$ cat config.mk
export PLATFORM = sky130hd
export DESIGN_NAME = vline_seq
export DESIGN_NICKNAME = d
export VERILOG_FILES = /design/src/rtl/vls_pkg.sv /design/src/rtl/vls_row_gen.sv /design/src/rtl/vls_ctrl.sv /design/src/rtl/vline_seq.sv
export SDC_FILE = /design/constraint.sdc
export NUM_CORES = 1
export LEC_CHECK = 0
export CORE_UTILIZATION = 35
export CTS_CLUSTER_SIZE = 28
export DETAILED_ROUTE_END_ITERATION = 10
export REMOVE_ABC_BUFFERS = 1
export SKIP_CTS_REPAIR_TIMING = 1
export SYNTH_ARGS = -nofsm -noshare
export SYNTH_HDL_FRONTEND = slang
export SYNTH_SLANG_ARGS = --single-unit
$ cat constraint.sdc
create_clock -name clk -period 1.7 [get_ports clk]
set_clock_uncertainty 0.05 [all_clocks]
set_input_delay 0.425 -clock clk [delete_from_list [all_inputs] [get_ports clk]]
set_output_delay 0.425 -clock clk [all_outputs]
set_load 0.02 [all_outputs]
$ cat src/rtl/vls_pkg.sv
package vls_pkg;

  typedef enum logic [0:0] {
    VLS_IDLE = 1'b0,
    VLS_DRAW = 1'b1
  } vls_state_e;

endpackage

$ cat src/rtl/vls_row_gen.sv
module vls_row_gen #(
  parameter int Y_W = 8,
  parameter int H_W = 8
) (
  input  logic           clk,
  input  logic           reset,
  input  logic           load,
  input  logic           step,
  input  logic [Y_W-1:0] y_in,
  input  logic [H_W-1:0] height,
  output logic [Y_W-1:0] row_q,
  output logic           single,
  output logic           at_last,
  output logic           near_last
);

  localparam logic [H_W-1:0] ONE_H = H_W'(1);

  logic [H_W-1:0] left_q;

  // pixels still to come after the current one
  assign single    = (height <= ONE_H);
  assign at_last   = (left_q == '0);
  assign near_last = (left_q == ONE_H);

  always_ff @(posedge clk) begin
    if (reset) begin
      row_q  <= '0;
      left_q <= '0;
    end else if (load) begin
      row_q  <= y_in;
      left_q <= single ? '0 : height - ONE_H;
    end else if (step) begin
      row_q  <= row_q + 1'b1;
      left_q <= left_q - ONE_H;
    end
  end

endmodule

$ cat src/rtl/vls_ctrl.sv
module vls_ctrl
  import vls_pkg::*;
(
  input  logic clk,
  input  logic reset,
  input  logic start,
  input  logic single,
  input  logic at_last,
  input  logic near_last,
  output logic busy,
  output logic load,
  output logic step,
  output logic done
);

  vls_state_e state_q, state_d;
  logic       done_d;

  assign busy = (state_q == VLS_DRAW);
  assign load = (state_q == VLS_IDLE) && start;
  assign step = busy && !at_last;

  always_comb begin
    state_d = state_q;
    done_d  = 1'b0;
    unique case (state_q)
      VLS_IDLE: if (start) begin
        state_d = VLS_DRAW;
        done_d  = single;
      end
      VLS_DRAW: if (at_last) begin
        state_d = VLS_IDLE;
      end else begin
        done_d = near_last;
      end
      default: state_d = VLS_IDLE;
    endcase
  end

  always_ff @(posedge clk) begin
    if (reset) begin
      state_q <= VLS_IDLE;
      done    <= 1'b0;
    end else begin
      state_q <= state_d;
      done    <= done_d;
    end
  end

  // done marks the pixel that the row counter reports as final
  a_r5_done_at_last: assert property (@(posedge clk) disable iff (reset)
    done |-> (busy && at_last));

  // the final pixel is followed by an idle cycle
  a_r5_done_then_idle: assert property (@(posedge clk) disable iff (reset)
    done |=> (!busy && !done));

endmodule

$ cat src/rtl/vline_seq.sv
module vline_seq #(
  parameter int X_W = 9,
  parameter int Y_W = 8,
  parameter int H_W = 8
) (
  input  logic           clk,
  input  logic           reset,
  input  logic           start,
  input  logic [X_W-1:0] x_in,
  input  logic [Y_W-1:0] y_in,
  input  logic [H_W-1:0] height,
  output logic [X_W-1:0] x_out,
  output logic [Y_W-1:0] y_out,
  output logic           done
);

  logic busy, load, step;
  logic single, at_last, near_last;
  logic [X_W-1:0] col_q;

  vls_ctrl u_ctrl (
    .clk       (clk),
    .reset     (reset),
    .start     (start),
    .single    (single),
    .at_last   (at_last),
    .near_last (near_last),
    .busy      (busy),
    .load      (load),
    .step      (step),
    .done      (done)
  );

  vls_row_gen #(.Y_W(Y_W), .H_W(H_W)) u_rows (
    .clk       (clk),
    .reset     (reset),
    .load      (load),
    .step      (step),
    .y_in      (y_in),
    .height    (height),
    .row_q     (y_out),
    .single    (single),
    .at_last   (at_last),
    .near_last (near_last)
  );

  always_ff @(posedge clk) begin
    if (reset)     col_q <= '0;
    else if (load) col_q <= x_in;
  end

  assign x_out = col_q;

  // first pixel carries the sampled column and top row
  a_r2_first_pixel: assert property (@(posedge clk) disable iff (reset)
    (!busy && start) |=> (busy && x_out == $past(x_in) && y_out == $past(y_in)));

  // column is steady within a line
  a_r3_col_steady: assert property (@(posedge clk) disable iff (reset)
    (busy && !done) |=> $stable(x_out));

  // row advances by one, wrapping
  a_r4_row_step: assert property (@(posedge clk) disable iff (reset)
    (busy && !done) |=> (y_out == Y_W'($past(y_out) + 1'b1)));

  // zero or unit height yields an immediate done
  a_r6_single_pixel: assert property (@(posedge clk) disable iff (reset)
    (!busy && start && height <= H_W'(1)) |=> done);

  // start during a line leaves the line running
  a_r7_start_ignored: assert property (@(posedge clk) disable iff (reset)
    (busy && !done && start) |=> busy);

  // idle outputs hold
  a_r10_idle_hold: assert property (@(posedge clk) disable iff (reset)
    (!busy && !start) |=> ($stable(x_out) && $stable(y_out) && !done));

endmodule

==> reports/metrics.csv <==
metric;value;unit
outcome;finished with violations;
violations;setup timing;
area_inside_the_core_boundary;4090;sq um
wire_length_of_the_first_global_routing_pass;7220;um
largest_net_degree_at_the_start_of_global_routing;18;
fin_cells;313;
num-fill-cells;352;
critical_path_class;flip-flop to flip-flop;
critical_path.max_stage_delay;0.48;ns
setup_repair_after_global_routing_missed_its_margin;yes;
final-hold-violation-count;0;
ant_cells;0;
maxCapViolations;0;
start_kind;flip-flop;
gp_congestion;0.873;
worstPathRequired;1.84;ns
clock_tree.buffer_depth;2;
slew_of_the_pin_with_the_lowest_slew_margin;0.421;ns
worst-path-max-fanout;3;
final_common_cell;sky130_fd_sc_hd__buf_4;
1st_iter_drt_viols;65;
period_needed;1.75;ns
synthXorXnorAreaFrac;3.43;%
dp.cells;308;
routed-via-count;1741;
die_x;68.1;um
ys.flop_type;sky130_fd_sc_hd__dfxtp_1;
core.rowCount;23;
syn_inst;183;
synth_compound_area_share;27.0;%
clock_tree.root_cell;sky130_fd_sc_hd__clkbuf_8;
fin_nets;298;
max-slew-margin-rel;71.9;%
cts-buffers-inserted;3;
min_path_type;flip-flop to flip-flop;
arrival;1.89;ns
average_wire_length_per_cell_after_detail_routing;15.9;um
initial_antenna_violation_count;0;
crit_path_end_kind;flip-flop;
post-route-drc-count;0;
finalCoreUtilization;62.2;%
fp.dieArea;4640;sq um
io_buffer_count;45;
ys_warn_count;0;
die-height;68.1;um
setup_violations;1;
wirelength;4980;um
starting_density_of_the_core;37.4;%
synth_top_family_by_area;compound AO/OA/AOI/OAI gates;
yosys.area_share.adder;4.91;%
static-leakage-power;1.25;nW
path_cells;inv_2, ha_4, or4b_4, o211ai_1, xor2_1, a221oi_1;
slew_violations;0;
total_half_perimeter_wirelength_after_legalization_and_detailed_placement;3630;um
multi_input_comb_area;1070;sq um
cts.reportedPaths.clkPinSlew;0.10;ns
netlist_area;1530;sq um
layout-drive-gt1-share;27.8;%
mux_cell_area_share_after_synthesis;0.654;%
reg2reg_slack;-0.05;ns
grt-ovfl-total;0;
syn2layout_area_growth;66.0;%
post_synth_edffs;0;
yosys.cell_types.count;51;
number_of_global_route_vias_before_repair;1614;
asyncSetResetFlopFracSynth;0;%
avgSynthCellArea;8.36;sq um
most-common-layout-cells;sky130_fd_sc_hd__buf_4 (39), sky130_fd_sc_hd__nand2_1 (26), sky130_fd_sc_hd__dfxtp_1 (25);
number_of_storage_elements_in_the_synthesis_netlist;27;
tritoncts;done;
grt_use_total;20.5;%
post_synth_and_or_nand_nor_area_fraction;25.1;%
seq_area;543;sq um
clkLatencyLatePin;0.28;ns
ios;46;
numClockSinks;27;
fin_crit_sh;103;%
vdd_ir_drop_max;0.293;mV
drt_pass1_iterations;4;
clock.fmax;0.570;GHz
power_density;749;nW/um^2
antenna_left;0;
vias_per_cell;5.56;
crit_path_top_delay_cell;sky130_fd_sc_hd__or4b_4;
htree_num_levels;1;
setup_slack;-0.0530;ns
synth_seq_area_share;35.3;%
==> metrics by stage <==
| step | hold slack [ns] | worst slack, ns | total power, W | instance area [sq um] | setup TNS (ns) |
|---|---|---|---|---|---|
| finish | 0.406 | -0.0530 | 0.00190 | 2540 | -0.0530 |
| global route | 0.428 | -0.0941 | 0.00200 | 2540 | -0.322 |
| CTS | 0.413 | -0.152 | 0.00185 | 2340 | -1.60 |
| detailed placement | 0.399 | -0.422 | 0.00146 | 2300 | -3.90 |
| global placement | 0.393 | -0.371 | 0.00145 | 2300 | -3.57 |
| floorplan | 0.434 | -0.0634 | 0.00110 | 1500 | -0.128 |
==> layer usage <==
layer  track usage (%)  part of all wire [%]  vias to the layer above
met1              23.2                    42                      841
li1                  -                     -                      850
met2              39.8                    54                       48
met3              2.50                   3.4                        2
met5                 0                     0                        -
met4              4.69                  0.54                        0
==> power by group <==
group / switching, W / total [W] / leakage (nW) / internal (W)
combinational: 0.000368 / 0.000752 / 1.00 / 0.000383
sequential: 0.0000679 / 0.000763 / 0.223 / 0.000695
clock: 0.000220 / 0.000387 / 0.0217 / 0.000167
total: 0.000656 / 0.00190 / 1.25 / 0.00125
==> worst max-delay path: cells and delay by family, from the launching register on <==
family	cells	cell delay, ns
fa+ha+maj	1	0.14
simple gates	1	0.48
flops	1	0.34
buf+inv	1	0.07
xor+xnor	1	0.12
compound gates	2	0.46
==> synthesized netlist by cell type (2+ instances only) <==
| cell type | instances | share of area, % |
|---|---|---|
| sky130_fd_sc_hd__nand2b_1 | 2 | 0.82 |
| sky130_fd_sc_hd__nand4_1 | 4 | 1.6 |
| sky130_fd_sc_hd__ha_1 | 6 | 4.9 |
| sky130_fd_sc_hd__nor3_1 | 9 | 2.9 |
| sky130_fd_sc_hd__a21boi_0 | 2 | 0.98 |
| sky130_fd_sc_hd__clkbuf_1 | 4 | 0.98 |
| sky130_fd_sc_hd__nor4_1 | 4 | 1.6 |
| sky130_fd_sc_hd__nor2_1 | 7 | 1.7 |
| sky130_fd_sc_hd__o21ai_0 | 11 | 3.6 |
| sky130_fd_sc_hd__inv_1 | 6 | 1.5 |
| sky130_fd_sc_hd__a311oi_1 | 3 | 1.7 |
| sky130_fd_sc_hd__nand2_1 | 26 | 6.4 |
| sky130_fd_sc_hd__buf_1 | 2 | 0.49 |
| sky130_fd_sc_hd__a21oi_1 | 19 | 6.2 |
| sky130_fd_sc_hd__or3_1 | 3 | 1.2 |
| sky130_fd_sc_hd__nand4b_1 | 2 | 1.1 |
| sky130_fd_sc_hd__a31oi_1 | 3 | 1.2 |
| sky130_fd_sc_hd__nand3_1 | 3 | 0.98 |
| sky130_fd_sc_hd__a211oi_1 | 3 | 1.5 |
| sky130_fd_sc_hd__dfxtp_1 | 27 | 35 |
| sky130_fd_sc_hd__nor3_2 | 2 | 1.3 |
| sky130_fd_sc_hd__xnor2_1 | 5 | 2.9 |
| sky130_fd_sc_hd__buf_2 | 2 | 0.65 |
==> worst paths after layout <==
check	from	endpoint	depth (start not counted)
hold / removal	x_out[4]	x_out[4]	2
hold reg to reg	x_out[4]	x_out[4]	2
setup reg to reg	u_rows.left_q[1]	u_rows.left_q[3]	6
setup / recovery	u_rows.left_q[1]	u_rows.left_q[3]	6
==> final cells by class <==
| cell class | instances | share of cell area [%] |
|---|---|---|
| Clock buffer | 3 | 1.63 |
| Multi-Input combinational cell | 142 | 42.0 |
| Sequential cell | 27 | 21.4 |
| Clock inverter | 1 | 0.296 |
| Tap cell | 50 | 2.46 |
| Inverter | 6 | 0.887 |
| Timing Repair Buffer | 84 | 31.3 |
==> state kept, by name (all words and copies together), names as in the netlist <==
| signal | flops |
|---|---|
| u_ctrl.busy | 1 |
| u_rows.left_q | 8 |
| u_ctrl.done | 1 |
| x_out | 9 |
| u_rows.row_q | 8 |
==> logic make-up after synthesis <==
| kind of cell | after synthesis |
|---|---|
| simple gates | 70 |
| compound gates | 59 |
| mux | 1 |
| xor+xnor | 6 |
| buf+inv | 14 |
| fa+ha+maj | 6 |
| flops | 27 |
Power figures use the tool's default switching activity.
